File: src/rtl/otk_pkg.sv
package otk_pkg;
  typedef enum logic [1:0] {
    ST_IDLE   = 2'd0,
    ST_ACTIVE = 2'd1,
    ST_WAIT   = 2'd2
  } otk_state_e;
endpackage

File: src/rtl/otk_flag_vec.sv
module otk_flag_vec #(
  parameter int NUM_IDS  = 16,
  parameter int ID_W     = $clog2(NUM_IDS),
  parameter int TICKET_W = 64
) (
  input  logic                clk,
  input  logic                rst,
  input  logic                clr,
  input  logic                in_seq,
  input  logic [TICKET_W-1:0] own_ticket,
  input  logic                bc_valid,
  input  logic [ID_W-1:0]     bc_id,
  input  logic [TICKET_W-1:0] bc_ticket,
  output logic [NUM_IDS-1:0]  flags
);
  logic later;
  assign later = in_seq && (bc_ticket > own_ticket);

  always_ff @(posedge clk) begin
    if (rst || clr) begin
      flags <= '0;
    end else if (bc_valid) begin
      flags[bc_id] <= later;
    end
  end

  // a flag can only rise after a broadcast taken during a sequence
  assert_flag_needs_bcast_R3: assert property (@(posedge clk) disable iff (rst)
    ((flags & ~$past(flags)) != '0) |-> ($past(bc_valid) && $past(in_seq)));
endmodule

File: src/rtl/otk_cd_regs.sv
module otk_cd_regs #(
  parameter int NUM_CD = 4,
  parameter int ADDR_W = 40
) (
  input  logic              clk,
  input  logic              rst,
  input  logic              clr,
  input  logic              ld_valid,
  input  logic [ADDR_W-1:0] ld_addr,
  input  logic [ADDR_W-1:0] q_addr,
  output logic              hit,
  output logic              full
);
  logic [NUM_CD-1:0] slot_v;
  logic [ADDR_W-1:0] slot_a [NUM_CD];
  logic [NUM_CD-1:0] wr_sel;
  logic [NUM_CD-1:0] match;

  // first free slot, one-hot
  always_comb begin
    wr_sel = '0;
    for (int i = 0; i < NUM_CD; i++) begin
      if (!slot_v[i] && (wr_sel == '0)) wr_sel[i] = 1'b1;
    end
  end

  assign full = &slot_v;

  generate
    for (genvar g = 0; g < NUM_CD; g++) begin : g_slot
      always_ff @(posedge clk) begin
        if (rst || clr) begin
          slot_v[g] <= 1'b0;
        end else if (ld_valid && wr_sel[g]) begin
          slot_v[g] <= 1'b1;
        end
      end
      always_ff @(posedge clk) begin
        if (ld_valid && wr_sel[g]) slot_a[g] <= ld_addr;
      end
      assign match[g] = slot_v[g] && (slot_a[g] == q_addr);
    end
  endgenerate

  assign hit = |match;

  // an accepted load fills exactly one more slot
  assert_slot_fill_R4: assert property (@(posedge clk) disable iff (rst)
    (!$past(clr) && $past(ld_valid) && !$past(full))
      |-> ($countones(slot_v) == $countones($past(slot_v)) + 1));
endmodule

File: src/rtl/otk_notify.sv
module otk_notify #(
  parameter int NUM_IDS = 16,
  parameter int ID_W    = $clog2(NUM_IDS)
) (
  input  logic              clk,
  input  logic              rst,
  input  logic              nak_set,
  input  logic [ID_W-1:0]   nak_id,
  input  logic              release_now,
  output logic              ta_valid,
  output logic [ID_W-1:0]   ta_id
);
  logic [NUM_IDS-1:0] held, held_nx;
  logic [NUM_IDS-1:0] pending, pend_nx;
  logic               any;
  logic [ID_W-1:0]    sel;

  always_comb begin
    any = 1'b0;
    sel = '0;
    for (int i = NUM_IDS - 1; i >= 0; i--) begin
      if (pending[i]) begin
        any = 1'b1;
        sel = ID_W'(i);
      end
    end
    pend_nx = pending;
    if (any) pend_nx[sel] = 1'b0;
    held_nx = held;
    if (nak_set) held_nx[nak_id] = 1'b1;
    if (release_now) begin
      pend_nx = pend_nx | held_nx;
      held_nx = '0;
    end
  end

  always_ff @(posedge clk) begin
    if (rst) begin
      held     <= '0;
      pending  <= '0;
      ta_valid <= 1'b0;
      ta_id    <= '0;
    end else begin
      held     <= held_nx;
      pending  <= pend_nx;
      ta_valid <= any;
      ta_id    <= sel;
    end
  end

  // every try-again goes to an ID that was waiting for one
  assert_ta_from_pending_R8: assert property (@(posedge clk) disable iff (rst)
    ta_valid |-> (($past(pending) & (NUM_IDS'(1) << ta_id)) != '0));
endmodule

File: src/rtl/otk_resolver.sv
module otk_resolver
  import otk_pkg::*;
#(
  parameter int NUM_IDS  = 16,
  parameter int NUM_CD   = 4,
  parameter int TICKET_W = 64,
  parameter int ADDR_W   = 40,
  parameter int TMO_W    = 16,
  localparam int ID_W    = $clog2(NUM_IDS)
) (
  input  logic                clk,
  input  logic                rst,
  input  logic [TMO_W-1:0]    tmo_cycles,
  input  logic                seq_start,
  input  logic [TICKET_W-1:0] ticket_in,
  input  logic                seq_done,
  input  logic                ld_valid,
  input  logic [ADDR_W-1:0]   ld_addr,
  input  logic                bc_in_valid,
  input  logic [ID_W-1:0]     bc_in_id,
  input  logic [TICKET_W-1:0] bc_in_ticket,
  input  logic                rfo_valid,
  input  logic [ID_W-1:0]     rfo_id,
  input  logic [ADDR_W-1:0]   rfo_addr,
  input  logic                nak_in,
  input  logic                ta_in,
  output logic                resp_valid,
  output logic                resp_nak,
  output logic                abort_out,
  output logic                retry_out,
  output logic                bc_out_valid,
  output logic [TICKET_W-1:0] bc_out_ticket,
  output logic                ta_out_valid,
  output logic [ID_W-1:0]     ta_out_id,
  output logic                seq_active,
  output logic [NUM_IDS-1:0]  peer_later
);
  otk_state_e          state;
  logic [TICKET_W-1:0] own_ticket;
  logic [TMO_W-1:0]    wait_cnt;

  logic active, start_ok, cd_hit, cd_full, conflict, peer_wins;
  logic yield_now, nak_now, abort_now, finish_now, release_now, retry_now;

  assign active      = (state == ST_ACTIVE);
  assign start_ok    = seq_start && (state == ST_IDLE);
  assign conflict    = active && rfo_valid && cd_hit;
  assign peer_wins   = peer_later[rfo_id];
  assign yield_now   = conflict && !peer_wins;
  assign nak_now     = conflict && peer_wins;
  assign abort_now   = active && (yield_now || nak_in);
  assign finish_now  = active && seq_done && !abort_now;
  assign release_now = abort_now || finish_now;
  assign retry_now   = (state == ST_WAIT) && (ta_in || (wait_cnt == tmo_cycles));

  otk_flag_vec #(.NUM_IDS(NUM_IDS), .ID_W(ID_W), .TICKET_W(TICKET_W)) u_flags (
    .clk(clk), .rst(rst), .clr(start_ok), .in_seq(state != ST_IDLE),
    .own_ticket(own_ticket), .bc_valid(bc_in_valid), .bc_id(bc_in_id),
    .bc_ticket(bc_in_ticket), .flags(peer_later)
  );

  otk_cd_regs #(.NUM_CD(NUM_CD), .ADDR_W(ADDR_W)) u_cd (
    .clk(clk), .rst(rst), .clr(release_now || start_ok),
    .ld_valid(ld_valid && active), .ld_addr(ld_addr),
    .q_addr(rfo_addr), .hit(cd_hit), .full(cd_full)
  );

  otk_notify #(.NUM_IDS(NUM_IDS), .ID_W(ID_W)) u_notify (
    .clk(clk), .rst(rst), .nak_set(nak_now), .nak_id(rfo_id),
    .release_now(release_now), .ta_valid(ta_out_valid), .ta_id(ta_out_id)
  );

  always_ff @(posedge clk) begin
    if (rst) begin
      state        <= ST_IDLE;
      own_ticket   <= '0;
      wait_cnt     <= '0;
      resp_valid   <= 1'b0;
      resp_nak     <= 1'b0;
      abort_out    <= 1'b0;
      retry_out    <= 1'b0;
      bc_out_valid <= 1'b0;
    end else begin
      resp_valid   <= rfo_valid;
      resp_nak     <= nak_now;
      abort_out    <= abort_now;
      retry_out    <= retry_now;
      bc_out_valid <= start_ok || retry_now;
      unique case (state)
        ST_IDLE: begin
          if (start_ok) begin
            own_ticket <= ticket_in;
            state      <= ST_ACTIVE;
          end
        end
        ST_ACTIVE: begin
          if (abort_now) begin
            state    <= ST_WAIT;
            wait_cnt <= '0;
          end else if (finish_now) begin
            state <= ST_IDLE;
          end
        end
        ST_WAIT: begin
          if (retry_now) begin
            state    <= ST_ACTIVE;
            wait_cnt <= '0;
          end else begin
            wait_cnt <= wait_cnt + 1'b1;
          end
        end
        default: state <= ST_IDLE;
      endcase
    end
  end

  assign seq_active    = active;
  assign bc_out_ticket = own_ticket;

  // responses only follow a snooped request
  assert_resp_after_rfo_R5: assert property (@(posedge clk) disable iff (rst)
    resp_valid |-> $past(rfo_valid));
  // refusing a peer never costs the own sequence
  assert_nak_keeps_seq_R7: assert property (@(posedge clk) disable iff (rst)
    (resp_valid && resp_nak) |-> (!abort_out && state == ST_ACTIVE));
  // an abort always parks the unit in the waiting state
  assert_abort_waits_R6: assert property (@(posedge clk) disable iff (rst)
    abort_out |-> (state == ST_WAIT));
  // a retry reuses the ticket and announces it
  assert_retry_keeps_ticket_R10: assert property (@(posedge clk) disable iff (rst)
    retry_out |-> ($stable(own_ticket) && bc_out_valid));
endmodule

File: config.mk
export PLATFORM = sky130hd
export DESIGN_NAME = otk_resolver
export DESIGN_NICKNAME = d
export VERILOG_FILES = /design/src/rtl/otk_pkg.sv /design/src/rtl/otk_flag_vec.sv /design/src/rtl/otk_cd_regs.sv /design/src/rtl/otk_notify.sv /design/src/rtl/otk_resolver.sv
export SDC_FILE = /design/constraint.sdc
export NUM_CORES = 1
export LEC_CHECK = 0
export BUFFER_PORTS_ARGS = -buffer_cell sky130_fd_sc_hd__buf_2
export CAP_MARGIN = 20
export CORE_MARGIN = 5
export CORE_UTILIZATION = 49
export CTS_BUF_LIST = sky130_fd_sc_hd__clkbuf_16
export DETAILED_ROUTE_END_ITERATION = 7
export MAX_ROUTING_LAYER = met4
export PLACE_DENSITY = 0.76
export SLEW_MARGIN = 5
export SYNTH_ARGS = -nofsm -noshare
export SYNTH_HDL_FRONTEND = slang
export SYNTH_SLANG_ARGS = --single-unit
File: constraint.sdc
create_clock -name clk -period 4.1 [get_ports clk]
set_input_delay 0.205 -clock clk [delete_from_list [all_inputs] [get_ports clk]]
set_output_delay 0.205 -clock clk [all_outputs]
set_load 0.05 [all_outputs]
; ---- Yosys cells after proc, flatten, opt, wreduce, memory -nomap -nowiden
; Memory sizes are Yosys's and may differ from the RTL's.
; Index checks and enable logic that the tools add are counted.
[classes]
muxes = 73
add_sub_neg = 1
reduce_logical = 50
eq_ne = 11
bitwise = 4
magnitude_cmp = 7
[op_table]
columns = operator, n
row1 = $eq 40x40->1, 4
row2 = $mux 40, 3
row3 = $reduce_or 40->1, 3
row4 = $mux 16, 5
row5 = $gt 64x64->1, 1
row6 = $mux 4, 16
row7 = $mux 1, 35
row8 = $or 16x16->16, 2
row9 = $pmux 16 s2, 1
row10 = $logic_and 1x1->1, 25
row11 = $add 16x1->16 const B, 1
row12 = $and 16x16->16, 1
row13 = $bwmux 16, 1
row14 = $eq 16x16->1, 1
row15 = $not 16->16, 1
row16 = $lt 4x5->1 const B, 3
row17 = $mux 2, 7
row18 = $demux 1 s4, 3
row19 = $ge 4x1->1 const B, 3
row20 = $logic_or 1x1->1, 7
row21 = $pmux 2 s3, 1
row22 = $logic_not 1->1, 5
row23 = $bmux 1 s4, 1
row24 = $logic_not 2->1, 2
row25 = other kinds (11), 14
[totals]
ram_bits = 160
elab_cells = 164
memories = 1
ff_bits = 144
in_bits = 241
[memory_table]
columns = name, words, word_bits, rd, rd_clocked_by_memory_dff, wr, line_no
row1 = u_cd.slot_a, 4, 40, 4, 0, 1, otk_cd_regs.sv:15  ; logic [ADDR_W-1:0] slot_a [NUM_CD];

; ---- Logic depth before layout (Yosys ltp)
; Gate-level depths: netlist (run 1).
[logic_depth]
word_depth = 25
mapped_depth = 11
ltp_nobuf = 10

; ---- Cells and area by module
; A second synthesis (run 1) with hierarchy kept.
[unflattened]
cells_unflattened = 1428
area_unflattened_um2 = 14890.5
[by_module_without_submodules]
columns = module, instances, seq_area_each_um2, area_per_inst_um2, cells_each
row1 = otk_cd_regs, 1, 4884.7, 7073.0, 441
row2 = otk_resolver, 1, 1741.7, 3622.2, 456
row3 = otk_flag_vec, 1, 320.3, 2655.0, 354
row4 = otk_notify, 1, 740.7, 1540.2, 177

; ---- Least setup slack after synthesis (run 1)
; Ideal clock, no wire load.
[synth_timing]
kind = flip-flop to flip-flop
from = register state[0]
to = memory u_cd.slot_a[3][0], enable pin
t_required_ns = 3.610
t_arrival_ns = 4.199
setup_slack_ns = -0.588
setup_time_ns = 0.490
path_stages_with_launch = 5
synth_period_minus_slack_ns = 4.688
path_cell_list = dfxtp_1 > nor2b_1 > clkbuf_1 > nand4_1 > nor3_1
[synth_between]
elab_chain_len = 9
word_cells_on_any_way = 23
cone_classes = eq/ne: 1 / mux: 14 / reduce/logical: 8
[synth_rtl]
columns = element, line_no
row1 = from (decl), otk_resolver.sv:38  ; otk_state_e state;
row2 = from (signal assigned), otk_resolver.sv:75  ; state <= ST_IDLE;
row3 = from (signal assigned), otk_resolver.sv:93  ; state <= ST_ACTIVE;
row4 = from (signal assigned), otk_resolver.sv:98  ; state <= ST_WAIT;
row5 = $eq 2x1->1 (*), otk_resolver.sv:45  ; assign active = (state == ST_ACTIVE);
row6 = via seq_active, otk_resolver.sv:35  ; output logic seq_active,
row7 = $logic_and 1x1->1 (*), otk_resolver.sv:64  ; .ld_valid(ld_valid && active), .ld_addr(ld_addr),
row8 = $logic_and 1x1->1, otk_cd_regs.sv:39  ; if (ld_valid && wr_sel[g]) slot_a[g] <= ld_addr;
row9 = $mux 1, otk_cd_regs.sv:39
row10 = $mux 1 (implied by the code), otk_cd_regs.sv:39
row11 = $reduce_or 40->1 (no source line), -
row12 = $mux 2 (no source line) / $mux 1 (equally long branches) (3 in series), -
row13 = to (decl), otk_cd_regs.sv:15
; Mark *: on every way through the listed nets, which the timed path passes. The rest lies on a longest branch.

==> run metrics, run 1 <==
outcome finished clean; largest net degree at the start of global routing 77; fin nets between 2k and 2.5k; crit path cell chain xnor2_1 > nand4_1 > nor4_1 > nand4_1 > nand4_1 > buf_4 > nand2b_1 > nand3_1 > a211oi_1; DRC viols 0; Mapped Nets ~1.7k; Tot Pwr slightly above 7 mW; Initial Util about half; overall routing resource usage 27.6%; first-pass GRT wire length 70200 µm; Detailed Routing Iterations Pass 1 6; iteration-0 DRC count of the detailed router approximately 1.1k; Syn Std Cell Area around 15000 µm²; hpwl dp between 30000 and 40000 µm; CP required ~4.5 ns; Synth top cells by count nand2_1 (175), edfxtp_1 (160), dfxtp_1 (144); cell taking the most area after synthesis edfxtp_1; worst slew pin tran 0.938 ns; Max-cap violations 0; Cells after DPL between 2k and 2.5k; core area between 20000 and 30000 µm²; critical path's most frequent cell nand4_1; RD Place Congestion about 0.97; setup violators final 0; vias in the first global route about 13k; slowest stage cell on the critical path nand3_1; Final min period approximately 3.1 ns; Net Sw Frac 26.1%; initial antenna violation count 10; Chip Height 183 µm; final wirelength approximately 47000 µm; worst hold margin about 0.029 ns; Hold Violations, Final 0; Int Pwr 5.35 mW; buffers plus inverters on the worst setup path 1; CP Capture Type flip-flop; CP Max Fanout 20; critical path class reg2reg; part of the power in registers a little under half; critical path startpoint category flip-flop; Synth Register Bits 304; RSZ-0062 raised after global routing no; arrival time worst endpoint 3.46 ns; most frequent cell after synthesis nand2_1; CTS Buffer Depth 3; setup_tns 0 ns; HP Class in2reg; Netlist cell types about 60; skew final between 0.015 and 0.02 ns; Gate power share 14.0%; via/cell ratio 5.56; P&R area growth vs syn 28.7%; Post-Layout Cell Count roughly 2.3k; crit-path max cell delay about 0.59 ns; DR WL/cell 20.6 µm; sequential share of the synthesized area 52.7%; Die X about 180 µm; clock root buffer clkbuf_16; Clock Pin Slew Worst Setup and Hold Paths roughly 0.06 ns; DIE AREA approximately 33000 µm²; power density cells ~390 nW/µm²; EDFF count, synth 160; YS warnings 0; worst vdd ir roughly 0.37 mV; layout cells sized above 1 between 20 and 25%; CTS Buf Count 34; Slew headroom 36.9%; leakage around 7.2 nW; H-tree level count 2; Clk Latency, worst-skew pair a little over 0.5 ns; fin util between 60% and 70%; post-route clock period utilization roughly three quarters; Max Clk Rate ~0.32 GHz; vias approximately 13k; Hold-fix buffers, CTS approximately 110; top cell type's share of synthesized area around 33%; Mean Syn Cell Area ~10 µm²; Syn Inst Count roughly 1.4k; Crit path max-delay family simple AND/OR/NAND/NOR gates; ANT nets after route 0; Port Buffers around 330; CTS resizes 0; global route overflow 0; Async SR Flop Fraction 0%; FP Rows 63; top cells by area, synth edfxtp_1 (33%), dfxtp_1 (20%), xnor2_1 (8.3%); switching pwr about 1.9 mW; Max Slew Vio Count 0; Post-CTS Setup Inserts 0; Synth Flop Type edfxtp_1; clock sinks 304; IO Pins 332; CTS tree done; clock power share 40.3%
-- final timing paths --
check / start / endpoint / slack (ns) / depth (start not counted)
hold / removal: bc_in_valid / u_flags.flags[14] / 0.03 / 3
setup reg to reg: u_cd.slot_a[0][31] / u_cd.slot_v[2] / 0.99 / 9
hold reg to reg: bc_out_ticket[32] / bc_out_ticket[32] / 0.47 / 2
setup / recovery: u_cd.slot_a[0][31] / u_cd.slot_v[2] / 0.99 / 9
-- layout make-up --
| cell class | instances | area, µm² |
|---|---|---|
| fillers | 2298 | 10800 |
| flip-flops and latches | 304 | 7690 |
| multi-input cells | 964 | 6380 |
| repair buffers | 447 | 2810 |
| clock buffers | 36 | 901 |
| well taps | 390 | 488 |
| inverters | 87 | 327 |
| clock inverters | 25 | 161 |
| diodes | 12 | 30.0 |
-- power groups by stage --
stage | Sequential (mW) | Clock, mW | Combinational, mW
3_3_place_gp | 3.37 | 0 | 0.902
3_5_place_dp | 3.37 | 0 | 0.920
4_1_cts | 3.31 | 2.96 | 1.01
6_report | 3.31 | 2.92 | 1.02
2_1_floorplan | 3.52 | 0 | 0.414
5_1_grt | 3.31 | 3.09 | 1.09
-- worst reg2reg max path: cells and delay by family, from the launching register on --
kind | cells | cell delay, ns
AND/OR/NAND/NOR | 6 | 1.81
XOR/XNOR | 1 | 0.41
flip-flops | 1 | 0.38
buffers and inverters | 1 | 0.25
AO/OA/AOI/OAI | 1 | 0.10
-- flip-flops by register name (all words and copies together), names as in the netlist --
signal	cells
u_notify.ta_id	4
resp_nak	1
u_notify.ta_valid	1
resp_valid	1
wait_cnt	16
bc_out_valid	1
retry_out	1
u_cd.slot_a	160
u_notify.pending	16
u_flags.flags	16
u_cd.slot_v	4
bc_out_ticket	64
state	2
abort_out	1
u_notify.held	16
-- per-layer routing --
layer  up-vias  share of wire, %  global-route usage, %
met5         -                 0                      -
met4         0               3.2                   9.07
met3       110               9.6                   6.44
met2       634                48                   45.3
met1      5909                39                   33.9
li1       5938                 -                      -
-- placed cells by master, fill, tap and decap left out, types with 12 or more instances in the layout --
master         synthesis  layout
nor4_1                30      30
nand2_1              175     174
ha_1                  65      65
a21o_1                23      23
inv_1                 86      91
nor3_1                28      27
xnor2_1              138     138
a31oi_1               19      19
dfxtp_1              144     144
nand2b_1              22      22
buf_2                  2     330
nand3_1               43      43
xor2_1                37      37
edfxtp_1             160     160
nor2_1                63      60
nand4_1               76      76
a21oi_1               96      96
o21ai_0               33      32
clkbuf_16              0      36
diode_2                0      12
dlygate4sd3_1          0     105
-- cell families (layout without fill, tap and decap cells) --
group                    count (synthesis)  after routing  share of synthesized area [%]
AO/OA/AOI/OAI                          232            232                           10.0
XOR/XNOR                               175            175                           10.5
adder cells (fa/ha/maj)                 65             65                           5.57
buffers and inverters                  146            595                           3.88
flip-flops                             304            304                           52.7
multiplexers                             7              7                          0.943
other                                    0             12                              0
AND/OR/NAND/NOR                        485            485                           16.4
-- metrics by stage --
stage | setup WS [ns] | instance area [µm²]
6_report | 0.987 | 18800
3_5_place_dp | 0.999 | 16600
3_3_place_gp | 1.06 | 16600
2_1_floorplan | 0.530 | 14600
4_1_cts | 1.06 | 18700
5_1_grt | 0.825 | 18800
(Power assumes the default switching activity.)
==> inputs of run 2 (changes only) <==
Settings changed: CORE_UTILIZATION 49 to 50, PLACE_DENSITY 0.76 to 0.75.
Clock period 4.1 ns to 3.1 ns, I/O delays scaled along.
==> run 2 against run 1 <==
Net effect:
- first-iteration DRC count is 0.64% lower
- worst hold slack worse by 0.0038 ns
- flip-flop and latch count did not move
- clock skew rose by 0.0013 ns
- total power is 38% higher
- via count is 2.5% higher
- clock power up 46%
- design area increased by 1.6%
- largest cell class unchanged
==> run metrics, run 2 (synthesis results as in run 1) <==
leakage 7.36 nW (+1.7%); CP required 3.49 ns (-0.96 ns); power density cells 525 nW/µm² (+36%); Top reg by flops u_cd.slot_a; IO Pins 332 (unchanged); Slew headroom 49.8% (+13 points); worst vdd ir 0.526 mV (+44%); slowest stage cell on the critical path nor4_1; Max Clk Rate 0.366 GHz (+14%); Die X 181 µm (-0.95%); hold path start bc_in_id[0]; hpwl dp 35100 µm (+0.20%); FP Rows 62 (-1.6%); post-route clock period utilization 88.1% (+12 points); Worst Setup SP bc_out_ticket[61]; Detailed Routing Iterations Pass 1 5 (-1); worst flop-to-flop path startpoint bc_out_ticket[61]; worst slew pin tran 0.746 ns (-0.192 ns); core area 28800 µm² (-2.6%); DP Area 16700 µm² (+0.48%); outcome finished clean; buffers plus inverters on the worst setup path 2 (+1); critical path startpoint category flip-flop; CP Max Fanout 16 (-20%); Clock Pin Slew Worst Setup and Hold Paths 0.06 ns (about the same); final wirelength 48100 µm (+3.1%); clock sinks 304 (unchanged); Post-Layout Cell Count 2280 (+0.66%); Port Buffers 331 (unchanged); vias in the first global route 12.8k (+2.3%); setup violators final 0 (unchanged); initial antenna violation count 12 (+2); Hold Violations, Final 0 (unchanged); Initial Util 50.7% (+1.3 points); setup_tns 0 ns (unchanged); arrival time worst endpoint 3.12 ns (-0.34 ns); Final min period 2.73 ns (-0.380 ns); Clk Latency, worst-skew pair 0.52 ns (about the same); CTS tree done; Cells after DPL 2090 (+0.19%); HP Class in2reg; commonest non-fill, non-tap cell in the layout buf_2; overall routing resource usage 29.0% (+1.4 points); max reg flops 160 (unchanged); Max-cap violations 0 (unchanged); Chip Height 181 µm (-0.95%); critical path's most frequent cell nor4_1; H-tree level count 2 (unchanged); Max Slew Vio Count 0 (unchanged); clock root buffer clkbuf_16; DRC viols 0 (unchanged); register area 7690 µm² (unchanged); Post-CTS Setup Inserts 0 (unchanged); cell area after layout 19100 µm² (+1.6%); crit path cell chain inv_1 > ha_1 > nand4_1 > nor4_1 > nand3_1 > nor4_1 > nor3_1 > o21ai_1 > buf_4 > o21ai_0; most frequent cells in the layout buf_2 (330), nand2_1 (174), edfxtp_1 (160); Filler cells 2209 (-3.9%); via/cell ratio 5.66 (+1.9%); CTS Buf Count 35 (+2.9%); crit-path max cell delay 0.61 ns (+0.02 ns); layout cells sized above 1 22.5% (+0.61 points); Crit path max-delay family simple AND/OR/NAND/NOR gates; global route overflow 0 (unchanged); RD Place Congestion 1.04 (+6.8%); ANT nets after route 0 (unchanged); multi-input logic area 6380 µm² (unchanged); P&R area growth vs syn 30.7%; skew final 0.0185 ns (+0.00127 ns); iteration-0 DRC count of the detailed router 1088 (-0.64%); largest net degree at the start of global routing 65 (-16%); CTS Buffer Depth 3 (unchanged); critical path class reg2reg; CP Capture Type flip-flop; first-pass GRT wire length 73300 µm (+4.4%); RSZ-0062 raised after global routing no; worst hold margin 0.0247 ns (-0.00384 ns); vias 12.9k (+2.5%); DIE AREA 32700 µm² (-1.9%); Tot Pwr 10.0 mW (+38%); DR WL/cell 21.1 µm (+2.4%); fin nets 2164 (+0.93%)
[run 2: cell count changes in the layout (fill, tap and decap cells not counted)]
cell           before  now
inv_1              91   87
clkinvlp_4          0    2
clkinv_8            0    1
bufinv_16           2    5
buf_4              11   19
clkinv_1           10    9
clkbuf_16          36   37
dlygate4sd3_1     105  115
buf_12              1    2
[run 2: power by group]
group | total (mW) | switching (mW) | internal [mW]
Combinational | 1.37 | 0.854 | 0.514
Sequential | 4.38 | 0.0605 | 4.32
Clock | 4.27 | 1.69 | 2.59
[run 2: area by class of cell]
cell class | instances | share of cell area [%]
clock inverter | 26 | 1.38
sequential | 304 | 40.3
tap | 384 | 2.52
clock buffer | 37 | 4.85
inverter | 87 | 1.71
multi-input combinational | 964 | 33.4
timing repair buffer | 466 | 15.6
antenna | 12 | 0.157
[run 2: through the flow]
stage          setup slack [ns]  utilization [%]
3_3_place_gp              0.459             58.0
2_1_floorplan             0.124                -
5_1_grt                   0.188             66.3
3_5_place_dp              0.445             58.0
6_report                  0.368             66.3
4_1_cts                   0.389             66.2
[run 2: tightest hold or removal path, stage by stage]
cell	delay (ns)
buf_2	0.15
nand3_1	0.11
o21ai_0	0.07
[run 2: path summary, 6_finish.rpt]
check	endpoint	slack (ns)	depth (start not counted)
min reg2reg	u_notify.held[4]	0.46	2
min	u_flags.flags[5]	0.02	3
max reg2reg	u_flags.flags[10]	0.37	10
max	u_flags.flags[10]	0.37	10
[run 2: routing by layer]
layer	routed length, µm	up-vias	GRT usage (%)
met5	0	-	-
met1	18900	6161	35.7
met2	23500	664	48.5
met3	3980	125	5.65
li1	-	5959	-
met4	1680	0	9.26
[run 2: timing repair]
action / CTS / global route
hold endpoints to repair: 235 / 0
hold buffers: 115 / 0
resized for setup: 0 / 0
